[config.mk]
export PLATFORM = sky130hd
export DESIGN_NAME = dclk_chain
export DESIGN_NICKNAME = d
export VERILOG_FILES = /design/src/rtl/dclk_pkg.sv /design/src/rtl/dclk_prediv.sv /design/src/rtl/dclk_squash.sv /design/src/rtl/dclk_halve.sv /design/src/rtl/dclk_chain.sv
export SDC_FILE = /design/constraint.sdc
export NUM_CORES = 1
export LEC_CHECK = 0
export ABC_AREA = 1
export ABC_CLOCK_PERIOD_IN_PS = 7200
export BUFFER_PORTS_ARGS = -buffer_cell sky130_fd_sc_hd__clkbuf_2
export CORE_UTILIZATION = 55
export CTS_CLUSTER_SIZE = 28
export DETAILED_ROUTE_END_ITERATION = 10
export PLACE_DENSITY_LB_ADDON = 0.1
export SLEW_MARGIN = 0
export SYNTH_ARGS = -nofsm -noshare
export SYNTH_HDL_FRONTEND = slang
export SYNTH_SLANG_ARGS = --single-unit
[constraint.sdc]
create_clock -name clk -period 7.2 [get_ports clk]
set_input_delay 0.36 -clock clk [delete_from_list [all_inputs] [get_ports clk]]
set_output_delay 0.36 -clock clk [all_outputs]
set_load 0.02 [all_outputs]
[src/rtl/dclk_pkg.sv]
// Package: shared encodings for the display clock chain.
// Assumes the ratio code is two bits wide; the order is part of the port contract.
package dclk_pkg;

    typedef enum logic [1:0] {
        DIV_R1   = 2'd0,
        DIV_R1P5 = 2'd1,
        DIV_R2   = 2'd2,
        DIV_R4   = 2'd3
    } div_sel_e;

    // Last count value of each ratio; the count wraps to 0 after it.
    function automatic logic [1:0] div_last(input div_sel_e sel);
        case (sel)
            DIV_R1:   return 2'd0;
            DIV_R1P5: return 2'd2;
            DIV_R2:   return 2'd1;
            default:  return 2'd3;
        endcase
    endfunction

endpackage

[src/rtl/dclk_prediv.sv]
// Pre-divider: turns the free-running fast clock into a tick stream at
// 1/1, 2/3, 1/2 or 1/4 of the fast rate.
// Assumes: the select changes only in a cycle where tick_o is high, which
// holds because the parent loads settings at squasher wraps.
module dclk_prediv
    import dclk_pkg::*;
(
    input  logic     clk,
    input  logic     rst_n,
    input  div_sel_e sel,
    input  logic     bypass,
    output logic     tick_o
);

    logic [1:0] cnt_q;
    logic [1:0] last;

    assign last = div_last(sel);

    // Phase counter, restarted by reset and wrapped at the ratio's last value.
    always_ff @(posedge clk) begin
        if (!rst_n)              cnt_q <= 2'd0;
        else if (cnt_q >= last)  cnt_q <= 2'd0;
        else                     cnt_q <= cnt_q + 2'd1;
    end

    // Tick decode per ratio; 1.5 gives ticks at counts 0 and 1 of each three.
    always_comb begin
        if (bypass) begin
            tick_o = 1'b1;
        end else begin
            case (sel)
                DIV_R1:   tick_o = 1'b1;
                DIV_R1P5: tick_o = (cnt_q != 2'd2);
                DIV_R2:   tick_o = (cnt_q == 2'd1);
                default:  tick_o = (cnt_q == 2'd3);
            endcase
        end
    end

    // at ratio 1.5 no two fast cycles in a row lack a tick.
    p_no_double_gap_r2: assert property (@(posedge clk) disable iff (!rst_n)
        (sel == DIV_R1P5 && !bypass && !tick_o) |=> tick_o);

    // at ratio 4 a tick is never followed directly by another.
    p_div4_spacing_r1: assert property (@(posedge clk) disable iff (!rst_n)
        (sel == DIV_R4 && !bypass && tick_o) |=> (!tick_o || sel != DIV_R4 || bypass));

endmodule

[src/rtl/dclk_squash.sv]
// Squasher: steps through a waveform, one bit per input tick, and passes a
// tick only when its bit is 1. It flags the tick that consumes the last bit
// (the wrap), which the parent uses to load new settings.
// Assumes: wave and len change only in the cycle after a wrap.
module dclk_squash #(
    parameter int WAVE_W = 16,
    parameter int LEN_W  = $clog2(WAVE_W + 1)
) (
    input  logic              clk,
    input  logic              rst_n,
    input  logic              in_tick,
    input  logic [WAVE_W-1:0] wave,
    input  logic [LEN_W-1:0]  len,
    input  logic              bypass,
    output logic              out_tick,
    output logic              wrap_o
);

    localparam int IDX_W = (WAVE_W > 1) ? $clog2(WAVE_W) : 1;
    localparam logic [LEN_W-1:0] FULL_LEN = LEN_W'(WAVE_W);

    logic [LEN_W-1:0]  eff_len;
    logic [IDX_W-1:0]  idx_q;
    logic [IDX_W-1:0]  last_idx;
    logic [WAVE_W-1:0] in_len_mask;
    logic              wave_empty;
    logic              keep;

    // Length clamp: 0 or anything past the waveform width means full width.
    always_comb begin
        if (len == '0 || len > FULL_LEN) eff_len = FULL_LEN;
        else                             eff_len = len;
    end

    assign last_idx = IDX_W'(eff_len - LEN_W'(1));

    // Mask marking the bits that lie inside the active length.
    for (genvar g = 0; g < WAVE_W; g++) begin : g_mask
        assign in_len_mask[g] = (LEN_W'(g) < eff_len);
    end

    assign wave_empty = ((wave & in_len_mask) == '0);
    assign keep       = bypass || wave_empty || wave[idx_q];
    assign out_tick   = in_tick && keep;
    assign wrap_o     = in_tick && (idx_q == last_idx);

    // Pattern index: advances per input tick, back to 0 after the last bit.
    always_ff @(posedge clk) begin
        if (!rst_n)          idx_q <= '0;
        else if (wrap_o)     idx_q <= '0;
        else if (in_tick)    idx_q <= idx_q + IDX_W'(1);
    end

    // the index never leaves the active length.
    p_idx_in_len_r3: assert property (@(posedge clk) disable iff (!rst_n)
        (LEN_W'(idx_q) < eff_len));

    // the squasher can only remove ticks, never create them.
    p_no_extra_tick_r3: assert property (@(posedge clk) disable iff (!rst_n)
        out_tick |-> in_tick);

    // without an input tick the index holds.
    p_idx_hold_r3: assert property (@(posedge clk) disable iff (!rst_n)
        !in_tick |=> $stable(idx_q));

endmodule

[src/rtl/dclk_halve.sv]
// Fixed halver: toggles the output level on every kept tick and raises a
// one-cycle enable in the cycle the level has just gone high.
// Assumes: in_tick is at most one pulse per fast cycle.
module dclk_halve (
    input  logic clk,
    input  logic rst_n,
    input  logic in_tick,
    output logic lvl_o,
    output logic ce_o
);

    // Level toggle and rising-edge enable, both cleared by reset.
    always_ff @(posedge clk) begin
        if (!rst_n) begin
            lvl_o <= 1'b0;
            ce_o  <= 1'b0;
        end else begin
            lvl_o <= lvl_o ^ in_tick;
            ce_o  <= in_tick && !lvl_o;
        end
    end

    // the level only moves one cycle after a kept tick.
    p_toggle_on_tick_r5: assert property (@(posedge clk) disable iff (!rst_n)
        !in_tick |=> $stable(lvl_o));

    // the enable marks exactly a fresh rise of the level.
    p_ce_on_rise_r5: assert property (@(posedge clk) disable iff (!rst_n)
        ce_o |-> (lvl_o && !$past(lvl_o)));

    // a reset edge leaves both outputs low.
    p_reset_clear_r11: assert property (@(posedge clk)
        !rst_n |=> (!lvl_o && !ce_o));

endmodule

[src/rtl/dclk_chain.sv]
// Top: pre-divider -> squasher -> halver, all in the fast clock domain.
// Holds an active copy of the settings, reloaded from the inputs during
// reset and at each squasher wrap, so a pattern period is never cut short.
// Assumes: the inputs are synchronous to clk.
module dclk_chain
    import dclk_pkg::*;
#(
    parameter int WAVE_W = 16,
    localparam int LEN_W = $clog2(WAVE_W + 1)
) (
    input  logic              clk,
    input  logic              rst_n,
    input  logic [1:0]        div_sel,
    input  logic              div_bypass,
    input  logic [WAVE_W-1:0] sq_wave,
    input  logic [LEN_W-1:0]  sq_len,
    input  logic              sq_bypass,
    output logic              dclk_ce,
    output logic              dclk_lvl
);

    div_sel_e          act_sel;
    logic              act_div_byp;
    logic [WAVE_W-1:0] act_wave;
    logic [LEN_W-1:0]  act_len;
    logic              act_sq_byp;

    logic pre_tick;
    logic sq_tick;
    logic sq_wrap;

    // Active settings: loaded in reset and at every pattern wrap only.
    always_ff @(posedge clk) begin
        if (!rst_n || sq_wrap) begin
            act_sel     <= div_sel_e'(div_sel);
            act_div_byp <= div_bypass;
            act_wave    <= sq_wave;
            act_len     <= sq_len;
            act_sq_byp  <= sq_bypass;
        end
    end

    dclk_prediv u_prediv (
        .clk    (clk),
        .rst_n  (rst_n),
        .sel    (act_sel),
        .bypass (act_div_byp),
        .tick_o (pre_tick)
    );

    dclk_squash #(
        .WAVE_W (WAVE_W),
        .LEN_W  (LEN_W)
    ) u_squash (
        .clk      (clk),
        .rst_n    (rst_n),
        .in_tick  (pre_tick),
        .wave     (act_wave),
        .len      (act_len),
        .bypass   (act_sq_byp),
        .out_tick (sq_tick),
        .wrap_o   (sq_wrap)
    );

    dclk_halve u_halve (
        .clk     (clk),
        .rst_n   (rst_n),
        .in_tick (sq_tick),
        .lvl_o   (dclk_lvl),
        .ce_o    (dclk_ce)
    );

    // between wraps the active settings hold still.
    p_cfg_hold_r10: assert property (@(posedge clk) disable iff (!rst_n)
        !sq_wrap |=> ($stable(act_wave) && $stable(act_len) && $stable(act_sel)
                      && $stable(act_div_byp) && $stable(act_sq_byp)));

    // a wrap can only happen on a pre-divider tick.
    p_wrap_on_tick_r10: assert property (@(posedge clk) disable iff (!rst_n)
        sq_wrap |-> pre_tick);

endmodule

# Word level (Yosys, flattened, before mapping)
# Index checks and enable logic that the tools add are counted.
# classes
eq_ne	6
addsub	3
bitwise	3
n_mux	6
n_lt_le_gt_ge	19
reduce_logical	14
# op_table
op	n
$lt A4 B5 Y1 const A	8
$lt A3 B5 Y1 const A	4
$and A16 B16 Y16	1
$logic_not A16 Y1	1
$lt A1 B5 Y1 const A	2
$lt A2 B5 Y1 const A	2
$pmux W2 S3	1
$gt A5 B5 Y1 const B	1
$logic_not A5 Y1	1
$lt A4 B5 Y1 const B	1
$mux W5	1
$add A4 B1 Y4 const B	1
$bmux W1 S4	1
$eq A2 B1 Y1 const B	2
$eq A2 B2 Y1 const B	2
$eq A4 B4 Y1	1
$logic_or A1 B1 Y1	4
$reduce_or A2 Y1	2
$sub A4 B1 Y4 const B	1
$logic_and A1 B1 Y1	3
$pmux W1 S3	1
$add A2 B1 Y2 const B	1
$ge A2 B2 Y1	1
$logic_not A1 Y1	2
other kinds (5)	6
# totals
regBits	33
output_inout_bits	2
inputBits	27
wordCells	60

# Longest topological paths before layout
# logic_depth
word_depth	10
ltp_mapped	19
depth_no_buf	19

# Cells and area by module
# A second synthesis with hierarchy kept.
# hier_totals
hier_cells	209
area_unflattened_um2	1795.5
# modules_own_cells
mod	cells_each	seq_area_each_um2	n_inst	area_each_um2
dclk_squash	150	80.1	1	809.5
dclk_chain	27	750.7	1	758.2
dclk_prediv	24	40.0	1	153.9
dclk_halve	8	40.0	1	73.8

# Least setup slack after synthesis
# OpenSTA, ideal clock, no wires.
# synth_timing
path_type	register to register
start	reg act_len[1]
end	reg act_div_byp, enable pin
path_stages_with_launch	14
period_less_slack_ps	2339
arrival_ps	2000
setup_time_ps	338
t_required_ps	6862
path_buffers	0
slack_ps	4861
cell_sequence	edfxtp_1 -> inv_2 -> nand2_1 -> nor2_1 -> nand2_1 -> ha_1 -> nor2_2 -> inv_1 -> nand2_1 -> nand2_1 -> xor2_1 -> nor2_1 -> nand2_2 -> nand2_4
# synth_via
elab_chain_len	7
word_cells_on_any_way	8
classes_between	add/sub: 1; order compare: 1; eq/ne: 1; mux: 1; reduce/logical: 4
# synth_rtl
item	line	text
start: declaration	dclk_chain.sv:25	logic [LEN_W-1:0] act_len;
start signal: assignment	dclk_chain.sv:38	act_len <= sq_len;
$gt A5 B5 Y1 / $logic_not A5 Y1 (equally long branches)	dclk_squash.sv:31	if (len == '0 || len > FULL_LEN) eff_len = FULL_LEN;
$logic_or A1 B1 Y1	dclk_squash.sv:31	
$mux W5 *	dclk_squash.sv:31	
$sub A4 B1 Y4 *	dclk_squash.sv:35	assign last_idx = IDX_W'(eff_len - LEN_W'(1));
$eq A4 B4 Y1 *	dclk_squash.sv:45	assign wrap_o = in_tick && (idx_q == last_idx);
$logic_and A1 B1 Y1 *	dclk_squash.sv:45	
$logic_or A1 B1 Y1 *	dclk_chain.sv:34	if (!rst_n || sq_wrap) begin
end signal: assignment	dclk_chain.sv:36	act_div_byp <= div_bypass;
end: declaration	dclk_chain.sv:23	logic act_div_byp;
# Every way passes the cells marked *; elsewhere a longest branch is shown, timed or not.
# A chain may end at the register's enable or synchronous reset.

# Final worst setup path
# layout_timing
start	reg act_len[1]
end	reg act_wave[7], enable pin
# layout_via
elab_chain_len	7
word_cells_on_any_way	8
classes_between	add/sub: 1; order compare: 1; eq/ne: 1; mux: 1; reduce/logical: 4
# layout_rtl
item	line	text
$gt A5 B5 Y1 / $logic_not A5 Y1 (equally long branches)	dclk_squash.sv:31	
$logic_or A1 B1 Y1	dclk_squash.sv:31	
$mux W5 *	dclk_squash.sv:31	
$sub A4 B1 Y4 *	dclk_squash.sv:35	
$eq A4 B4 Y1 *	dclk_squash.sv:45	
$logic_and A1 B1 Y1 *	dclk_squash.sv:45	
$logic_or A1 B1 Y1 *	dclk_chain.sv:34	
end signal: assignment	dclk_chain.sv:37	act_wave <= sq_wave;
end: declaration	dclk_chain.sv:24	logic [WAVE_W-1:0] act_wave;
# Marks and branches as above.

==> key figures <==
Outcome
  – Status: completed

Finish
  – Number of fill cells in the layout: 261
  – Ant diodes: 0
  – Commonest non-fill, non-tap cell in the layout: nand2_1
  – Post-route insts no fill: ~280
  – Finished Core Util: 0.653
  – Layout cells sized above 1: 0.230
  – Storage cell area: about 910 µm²
  – Synthesis-to-layout area growth: 13.9%
  – Most frequent cells in the layout: 45 x nand2_1, 28 x clkbuf_2, 26 x nor2_1
  – Area of the multi-input gates: about 700 µm²
  – NumNets Final: around 270
  – Post-route design area: approximately 2000 µm²

Floorplan
  – Core ar.: between 3000 and 4000 µm²
  – Die Span Y: between 50 and 60 µm
  – Die Area: around 3400 µm²
  – Placement row count: 20
  – Top-Level Pins: 29
  – Chip width: just under 60 µm
  – Initial core utilization: 0.573

Clocking
  – Clk_lat worst skew: about 0.33 ns
  – Clock Path Buffers: 2
  – Post-CTS Setup Inserts: 0
  – # H-tree levels: 2
  – Resized cells post-CTS: 0
  – Cts hold-fix bufs: 0
  – Clock Pin Slew Worst Setup and Hold Paths: 0.10 ns
  – Root Driver: clkbuf_4
  – TritonCTS Sinks: 33
  – Num CTS Buffers: 5
  – CTS tree: built

Worst setup path
  – R2r startpoint: act_len[1]
  – Crit-path max FO: 29
  – CP startpoint kind: flip-flop
  – Reg-to-reg endpoint: act_wave[7]
  – Critical Path AT: 2.59 ns
  – Crit. Startpoint: act_len[1]
  – Worst Path Required: a little over 7 ns
  – Critical path type: flip-flop to flip-flop
  – CP endpoint kind: flip-flop
  – Worst R2R Setup Slack: roughly 4.6 ns
  – R2R cell count: 13
  – Crit path capture: act_wave[7]

Timing
  – Setup Skew: ~0.012 ns
  – RSZ-0062 raised after global routing: false
  – Headroom to the max-slew limit: 0.693
  – Fmax: around 0.38 GHz
  – Min cycle time layout: ~2.6 ns
  – Final Setup Violations: 0
  – Fin Hold WS: ~0.2 ns
  – Period utilization: 0.361
  – Final Hold Fails: 0
  – Setup ws final: approximately 4.6 ns
  – Worst Tran Pin Value: between 0.4 and 0.5 ns
  – Setup_tns: 0 ns
  – Fin. max-slew vios: 0

Synth
  – Syn Inst Count: 200
  – Register area share after synthesis: 0.525
  – Post-synth cell types: 24
  – Cell Area, Synth: 1740 µm²
  – Synth top area share: 0.433
  – Flops & latches, synth: 33
  – Avg Synthesized Cell Area: approximately 8.7 µm²
  – Synthesis Warnings: 0
  – Syn_nets: ~230
  – Yosys top cell by area: edfxtp_1
  – Synth area leaders: edfxtp_1 43%, nand2_1 9.7%, dfxtp_1 9.2%

Worst hold path
  – Min-Delay Path Depth: 1
  – Worst min path class: primary input to flip-flop

Placed design
  – Pre-CTS setup slack: roughly 4.6 ns
  – Port Buffers: 28
  – RePlAce Congestion: 0.882
  – Inst Count DP: 271
  – Placed cell area: between 1500 and 2000 µm²
  – DP HPWL: approximately 2500 µm

Pwr
  – Pwr Density: approximately 220 nW/µm²
  – Clock power share: 0.224
  – Design Power: 0.432 mW
  – Sw power: approximately 0.13 mW
  – P_int: between 0.2 and 0.3 mW
  – Switching Share: 0.310
  – Sequential power share: 0.555
  – Maximum vdd ir drop: 0.000121 V
  – Leak: 0.910 nW
  – Combinational share of power: 0.221

Global routing
  – Initial antenna violation count: 0
  – Pin count of the biggest net entering global routing: 30
  – Overall routing resource usage: 0.209
  – First-pass GRT wire length: approximately 5100 µm
  – Gr ovfl total: 0
  – Vias in the first global route: between 1000 and 1500

Drt
  – Vias per cell: between 4 and 5
  – Routed WL: 3270 µm
  – Routed wire per std cell: about 12 µm
  – Final antenna-violating net count: 0
  – DRC Markers: 0
  – 1st-iter DRT viols: slightly above 70
  – Total number of vias: 1386
  – DR pass1 iterations: 4

Run
  – Max cap viols: 0
## worst max-delay path, cell delays in order, from the launching register on
cell and delay [ns]:
edfxtp_1 0.51, inv_2 0.09, nand2_1 0.07, nor2_1 0.08, nand2_1 0.06, ha_1 0.33, nor2_2 0.20, inv_1 0.11
nand2_1 0.10, nand2_1 0.06, xor2_1 0.14, nor2_1 0.13, nand2_2 0.07, nand2_4 0.30
## cell type report
| class | count | area share |
|---|---|---|
| Clock buffer | 6 | 0.0209 |
| Clock inverter | 2 | 0.00506 |
| Inverter | 31 | 0.0589 |
| Multi-Input combinational cell | 135 | 0.356 |
| Sequential cell | 33 | 0.461 |
| Tap cell | 44 | 0.0278 |
| Timing Repair Buffer | 28 | 0.0709 |
## layer usage
metal | up-vias | share of wire | global-route usage
met4 | 0 | 0.022 | 0.0918
met1 | 612 | 0.45 | 0.284
li1 | 713 | - | -
met5 | - | 0 | 0
met2 | 53 | 0.46 | 0.315
met3 | 8 | 0.070 | 0.0558
## power by group through the flow
stage / Sequential [mW] / Clock [mW] / Combinational (mW)
CTS: 0.239 / 0.0996 / 0.0956
floorplan: 0.241 / 0 / 0.0693
finish: 0.240 / 0.0969 / 0.0952
global placement: 0.243 / 0 / 0.0903
detailed placement: 0.244 / 0 / 0.0952
global route: 0.242 / 0.108 / 0.108
## worst min path at each step
| stage | startpoint | to | slack [ns] |
|---|---|---|---|
| global route | sq_wave[8] | act_wave[8] | 0.18 |
| global placement | u_prediv.cnt_q[0] | u_prediv.cnt_q[0] | 0.42 |
| finish | div_bypass | act_div_byp | 0.19 |
| floorplan | u_prediv.cnt_q[0] | u_prediv.cnt_q[0] | 0.41 |
| detailed placement | u_prediv.cnt_q[0] | u_prediv.cnt_q[0] | 0.44 |
| CTS | div_bypass | act_div_byp | 0.18 |
## kinds of logic (layout without fill, tap and decap cells)
kind of cell               after synthesis  after routing  share of synthesized area
AOI/OAI and AO/OA                       19             19                     0.0620
DFF                                     33             33                      0.525
xor gates and xnor gates                 8              8                     0.0447
adders and majority gates                6              6                     0.0433
and+or+nand+nor                        102            102                      0.255
buffers and inverters                   32             67                     0.0699
## flip-flops by register name, indices dropped and copies added, names as in the netlist
register        count
act_sq_byp          1
act_sel             2
act_len             5
u_halve.ce_o        1
act_wave           16
u_halve.lvl_o       1
u_squash.idx_q      4
u_prediv.cnt_q      2
act_div_byp         1
## cells in the mapped netlist, drive strengths merged
library cell	n
buf	1
edfxtp	25
o211ai	1
nand3b	1
xnor2	1
inv	31
o21bai	1
nand2	49
a21oi	7
xor2	7
dfxtp	8
nor2	32
nor3	1
o21ai	10
ha	6
nand4	1
nand3	18
(Power assumes the default switching activity.)
